==> src/rtl/perm_indir_pkg.sv <==
package perm_indir_pkg;
  localparam int unsigned DESC_W     = 64;
  localparam int unsigned CODE_W     = 4;
  localparam int unsigned IDX_W      = 4;
  localparam int unsigned N_ENTRIES  = 1 << IDX_W;
  localparam int unsigned TBL_W      = N_ENTRIES * CODE_W;
  localparam int unsigned CFG_ADDR_W = 2;
  localparam int unsigned CTRL_EN_BIT = 1;

  // Descriptor bit feeding index bit b (position matters: index order)
  localparam int unsigned IDX_SRC [IDX_W] = '{6, 51, 53, 54};

  localparam logic [CFG_ADDR_W-1:0] A_UNPRIV = 2'd0;
  localparam logic [CFG_ADDR_W-1:0] A_PRIV   = 2'd1;
  localparam logic [CFG_ADDR_W-1:0] A_CTRL   = 2'd2;

  typedef struct packed {
    logic bypass;
    logic reserved;
    logic gcs;
    logic overlay;
    logic x;
    logic w;
    logic r;
  } perm_res_t;
endpackage

==> src/rtl/pi_table_regs.sv <==
module pi_table_regs
  import perm_indir_pkg::*;
#(
  parameter int unsigned TW = TBL_W,
  parameter int unsigned AW = CFG_ADDR_W
) (
  input  logic          clk,
  input  logic          rst_n,
  input  logic          cfg_we,
  input  logic [AW-1:0] cfg_addr,
  input  logic [TW-1:0] cfg_wdata,
  output logic [TW-1:0] tbl_unpriv,
  output logic [TW-1:0] tbl_priv,
  output logic          ind_en
);
  logic [TW-1:0] unpriv_d, unpriv_q, priv_d, priv_q;
  logic          en_d, en_q;

  always_comb begin
    unpriv_d = unpriv_q;
    priv_d   = priv_q;
    en_d     = en_q;
    if (cfg_we) begin
      case (cfg_addr)
        A_UNPRIV: unpriv_d = cfg_wdata;
        A_PRIV:   priv_d   = cfg_wdata;
        A_CTRL:   en_d     = cfg_wdata[CTRL_EN_BIT];
        default:  ;
      endcase
    end
  end

  always_ff @(posedge clk or negedge rst_n) begin
    if (!rst_n) begin
      unpriv_q <= '0;
      priv_q   <= '0;
      en_q     <= 1'b0;
    end else if (cfg_we) begin
      unpriv_q <= unpriv_d;
      priv_q   <= priv_d;
      en_q     <= en_d;
    end
  end

  assign tbl_unpriv = unpriv_q;
  assign tbl_priv   = priv_q;
  assign ind_en     = en_q;
endmodule

==> src/rtl/pi_index_extract.sv <==
module pi_index_extract
  import perm_indir_pkg::*;
#(
  parameter int unsigned DW = DESC_W,
  parameter int unsigned IW = IDX_W
) (
  input  logic [DW-1:0] desc,
  output logic [IW-1:0] idx
);
  for (genvar b = 0; b < IW; b++) begin : g_bit
    assign idx[b] = desc[IDX_SRC[b]];
  end
endmodule

==> src/rtl/pi_code_decode.sv <==
module pi_code_decode
  import perm_indir_pkg::*;
#(
  parameter int unsigned CW = CODE_W
) (
  input  logic [CW-1:0] code,
  input  logic          en,
  output perm_res_t     res
);
  always_comb begin
    res = '0;
    if (!en) begin
      res.bypass = 1'b1;
    end else begin
      case (code)
        4'h0: res.overlay = 1'b1;
        4'h1: begin res.overlay = 1'b1; res.r = 1'b1; end
        4'h2: begin res.overlay = 1'b1; res.x = 1'b1; end
        4'h3: begin res.overlay = 1'b1; res.r = 1'b1; res.x = 1'b1; end
        4'h5: begin res.overlay = 1'b1; res.r = 1'b1; res.w = 1'b1; end
        4'h6: begin res.overlay = 1'b1; res.r = 1'b1; res.w = 1'b1; end
        4'h7: begin res.overlay = 1'b1; res.r = 1'b1; res.w = 1'b1; res.x = 1'b1; end
        4'h8: res.r = 1'b1;
        4'h9: res.gcs = 1'b1;
        4'ha: begin res.r = 1'b1; res.x = 1'b1; end
        4'hc: begin res.r = 1'b1; res.w = 1'b1; end
        4'he: begin res.r = 1'b1; res.w = 1'b1; res.x = 1'b1; end
        default: res.reserved = 1'b1;
      endcase
    end
  end
endmodule

==> src/rtl/perm_indir_unit.sv <==
module perm_indir_unit
  import perm_indir_pkg::*;
(
  input  logic                  clk,
  input  logic                  rst_n,
  input  logic                  cfg_we,
  input  logic [CFG_ADDR_W-1:0] cfg_addr,
  input  logic [TBL_W-1:0]      cfg_wdata,
  input  logic                  req_valid,
  input  logic [DESC_W-1:0]     req_desc,
  input  logic                  req_priv,
  output logic                  rsp_valid,
  output logic                  rsp_read,
  output logic                  rsp_write,
  output logic                  rsp_exec,
  output logic                  rsp_overlay,
  output logic                  rsp_gcs,
  output logic                  rsp_reserved,
  output logic                  rsp_bypass
);
  logic [TBL_W-1:0]  tbl_unpriv, tbl_priv, tbl_sel;
  logic              ind_en;
  logic [IDX_W-1:0]  idx;
  logic [CODE_W-1:0] code;
  perm_res_t         dec, res_d, res_q;
  logic              vld_q;

  pi_table_regs u_regs (
    .clk        (clk),
    .rst_n      (rst_n),
    .cfg_we     (cfg_we),
    .cfg_addr   (cfg_addr),
    .cfg_wdata  (cfg_wdata),
    .tbl_unpriv (tbl_unpriv),
    .tbl_priv   (tbl_priv),
    .ind_en     (ind_en)
  );

  pi_index_extract u_idx (
    .desc (req_desc),
    .idx  (idx)
  );

  assign tbl_sel = req_priv ? tbl_priv : tbl_unpriv;
  assign code    = tbl_sel[idx*CODE_W +: CODE_W];

  pi_code_decode u_dec (
    .code (code),
    .en   (ind_en),
    .res  (dec)
  );

  always_comb begin
    res_d = res_q;
    if (req_valid) res_d = dec;
  end

  always_ff @(posedge clk or negedge rst_n) begin
    if (!rst_n) begin
      res_q <= '0;
      vld_q <= 1'b0;
    end else begin
      vld_q <= req_valid;
      if (req_valid) res_q <= res_d;
    end
  end

  assign rsp_valid    = vld_q;
  assign rsp_read     = res_q.r;
  assign rsp_write    = res_q.w;
  assign rsp_exec     = res_q.x;
  assign rsp_overlay  = res_q.overlay;
  assign rsp_gcs      = res_q.gcs;
  assign rsp_reserved = res_q.reserved;
  assign rsp_bypass   = res_q.bypass;
endmodule

==> config.mk <==
export PLATFORM = sky130hd
export DESIGN_NAME = perm_indir_unit
export DESIGN_NICKNAME = d
export VERILOG_FILES = /design/src/rtl/perm_indir_pkg.sv /design/src/rtl/pi_table_regs.sv /design/src/rtl/pi_index_extract.sv /design/src/rtl/pi_code_decode.sv /design/src/rtl/perm_indir_unit.sv
export SDC_FILE = /design/constraint.sdc
export NUM_CORES = 1
export LEC_CHECK = 0
export BUFFER_PORTS_ARGS = -buffer_cell sky130_fd_sc_hd__buf_2
export CAP_MARGIN = 15
export CELL_PAD_IN_SITES_DETAIL_PLACEMENT = 1
export CELL_PAD_IN_SITES_GLOBAL_PLACEMENT = 1
export CORE_MARGIN = 1
export CORE_UTILIZATION = 30
export DETAILED_ROUTE_END_ITERATION = 12
export GPL_ROUTABILITY_DRIVEN = 0
export HOLD_SLACK_MARGIN = 0.02
export PLACE_DENSITY_LB_ADDON = 0.1
export SLEW_MARGIN = 10
export SYNTH_ARGS = -nofsm -noshare
export SYNTH_HDL_FRONTEND = slang
export SYNTH_HIERARCHICAL = 1
export SYNTH_SLANG_ARGS = --single-unit
==> constraint.sdc <==
create_clock -name clk -period 3.15 [get_ports clk]
set_clock_uncertainty 0.2 [all_clocks]
set_input_delay 0 -clock clk [delete_from_list [all_inputs] [get_ports clk]]
set_output_delay 0 -clock clk [all_outputs]
set_load 0.005 [all_outputs]
==> flow_summary.json <==
{
  "run_status": "finished clean",
  "crit_slowest_cell": "or4b_1",
  "synth.most_common_cell": "dfrtp_1",
  "grt_max_degree": 65,
  "crit_type": "reg -> reg",
  "insertion_delay_ps": 420,
  "die_w_um": 151,
  "multi_input_area_um2": 2840,
  "diodes": 0,
  "layout_min_cycle_time_ps": 2870,
  "die_height_um": 151,
  "ff_latch_area_um2": 3430,
  "start_util_pct": 30.5,
  "drtAntennaViolNets": 0,
  "synth_seq_area_share_pct": 51.7,
  "dieArea_um2": 22700,
  "synth_compound_area_share_pct": 0.755,
  "first_iter_violations": 92,
  "cp.required_ps": 3310,
  "core_area_um2": 21800,
  "yosys-top-cells-count": "dfrtp_1, mux2_2, mux2_4",
  "dr_wl_met2_mm": 6.98,
  "final_core_util_pct": 39.2,
  "crit_fanout": 8,
  "dominantRegCellSynth": "dfrtp_1",
  "cts_tree": "yes",
  "drc_errors": 0,
  "dr_wl_met3_um": 453,
  "critPathLaunchType": "flip-flop",
  "vias": 3666,
  "met1_length_mm": 7.40,
  "crit_chain": "mux4_2 > mux4_2 > mux2_2 > or4b_1 > a21oi_1 > mux2_2",
  "postCtsSetupRepairBufs": 0,
  "yosys_warnings": 6,
  "clock-sinks": 137,
  "wl_per_cell_um": 18.8,
  "worst_slew_pin_slew_ps": 648,
  "irDropWorstVdd_mv": 0.350,
  "dr.max_layer_used": "met4",
  "numCtsBuffers": 17,
  "arrival_ps": 3030,
  "synth_enable_flop_cells": 0,
  "hold_path_class": "in -> reg",
  "synth_nets": 498,
  "leakage_nw": 3.81,
  "max_stage_delay_ps": 550,
  "drv_slew": 0,
  "grt_pass1_vias": 4045,
  "final_nets": 649,
  "drive_gt1_share_pct": 58.1,
  "fillers": 2215,
  "ys_top_cells_by_area": "dfrtp_1, mux2_4, mux4_2",
  "cts_root_buf": "clkbuf_16",
  "clockBufferDepth": 2,
  "setup_viol_count_final": 0,
  "ys_seq_elements": 137,
  "rsz0062_at_grt": "false",
  "synth_top_family_by_area": "multiplexers",
  "place_ws_ps": 232,
  "rows": 54,
  "synthToLayoutAreaGrowth_pct": 28.5,
  "syn_inst": 363,
  "place_hpwl_mm": 9.88,
  "synth_xor_area_share_pct": 0,
  "endpoint_kind": "flip-flop",
  "ctsResizeCount": 0,
  "max_freq_mhz": 348,
  "power_mw": 5.48,
  "fin_setup_tns_ps": 0,
  "io_buffers": 82,
  "crit_family": "multiplexers",
  "synth_top_area_share_pct": 51.7,
  "setup_ws_ps": 276,
  "synth_adder_area_share_pct": 0,
  "muxShareOfSynthArea_pct": 41.0,
  "gr-total-overflow": 0,
  "avgViaCountPerCell": 4.54,
  "firstDrtPassIters": 3,
  "slew_headroom_pct": 56.8,
  "cts-htree-levels": 4,
  "hold_viol": 0,
  "drt_wl_total_mm": 15.1,
  "io_pins": 143,
  "async_flop_share_pct": 100,
  "yosys.area.top_type": "dfrtp_1",
  "gr-usage-all-layers_pct": 14.8,
  "p_per_area_nw_per_um2": 642,
  "yosysUniqueCellTypes": 24,
  "syn-cell-area_um2": 6630,
  "cap_violations": 0,
  "min_period_over_period_pct": 91.2,
  "grt_pass1_wl_mm": 24.2,
  "syn_area_per_cell_um2": 18.3,
  "cp_num_buf_inv": 0,
  "synth-simple-area-share_pct": 1.00,
  "clkTransAtPathRegs_ps": 60,
  "antenna_found_initial": 0
}
power by group:
group          internal (mW)  switching (mW)  total [mW]
sequential              2.10           0.184        2.28
clock                   1.38           0.750        2.13
combinational          0.698           0.362        1.06
tightest hold or removal path: stages:
cell and delay, ps:
buf_2 130, mux2_2 250, o311a_2 180, mux2_2 140
layer usage:
metal,up-vias,GRT usage [%]
met5,-,0
met4,0,6.15
met3,18,3.55
met2,64,22.4
met1,1908,20.3
li1,1676,-
final timing paths:
check                                            end                 start  cells after the start  slack, ps
max in group asynchronous        u_regs/tbl_priv[15]                 rst_n                      4       1900
worst max register to register          rsp_reserved   u_regs/tbl_priv[47]                      6        280
worst min-delay path                       rsp_write          req_desc[53]                      4        110
min in group asynchronous        u_regs/tbl_priv[21]                 rst_n                      4        540
worst max-delay path                    rsp_reserved   u_regs/tbl_priv[47]                      6        280
worst min register to register  u_regs/tbl_unpriv[8]  u_regs/tbl_unpriv[8]                      1        300
cells by family after synthesis:
logic type	Yosys count
AOI/OAI and AO/OA	6
and+or+nand+nor	9
buffers and inverters	31
DFF	137
muxes	180
cell type report:
type                       count  share of cell area (%)
tap                          280                    4.11
clock buffer                  20                    5.48
multi-input combinational    195                    33.4
sequential                   137                    40.2
timing repair buffer         161                    14.7
inverter                       2                  0.0881
clock inverter                12                    2.01
layout by cell type (no fill, tap or decap):
| cell | n |
|---|---|
| nor3_1 | 1 |
| nand2_1 | 1 |
| nor4_1 | 1 |
| clkbuf_16 | 17 |
| nor2b_1 | 1 |
| a211oi_1 | 1 |
| mux2_2 | 75 |
| buf_6 | 1 |
| buf_12 | 4 |
| inv_1 | 2 |
| dlygate4sd3_1 | 70 |
| clkinv_2 | 4 |
| mux2_4 | 65 |
| buf_4 | 4 |
| buf_16 | 1 |
| a21oi_1 | 1 |
| or4b_1 | 1 |
| nand3b_1 | 2 |
| mux4_2 | 40 |
| a21boi_0 | 1 |
| clkbuf_8 | 3 |
| dfrtp_1 | 137 |
| clkinv_4 | 1 |
| clkinvlp_4 | 3 |
| o211ai_1 | 1 |
| bufinv_16 | 4 |
| buf_2 | 81 |
| o311a_2 | 2 |
| nor3b_4 | 1 |
| nor3b_1 | 1 |
repair_timing:
| item | 4_1_cts | 5_1_grt |
|---|---|---|
| endpoints found under the setup margin | 0 | 0 |
| hold buffers | 71 | 0 |
| hold endpoints to repair | 274 | 0 |
stage by stage:
step                cells  cell area [um^2]  hold slack [ps]
global route          807              8520              109
global placement      704              7160             -141
finish                807              8520              114
floorplan             363              6630             -496
CTS                   807              8520             83.8
detailed placement    704              7160             -141
No activity file was read; power rests on OpenSTA's default activity.
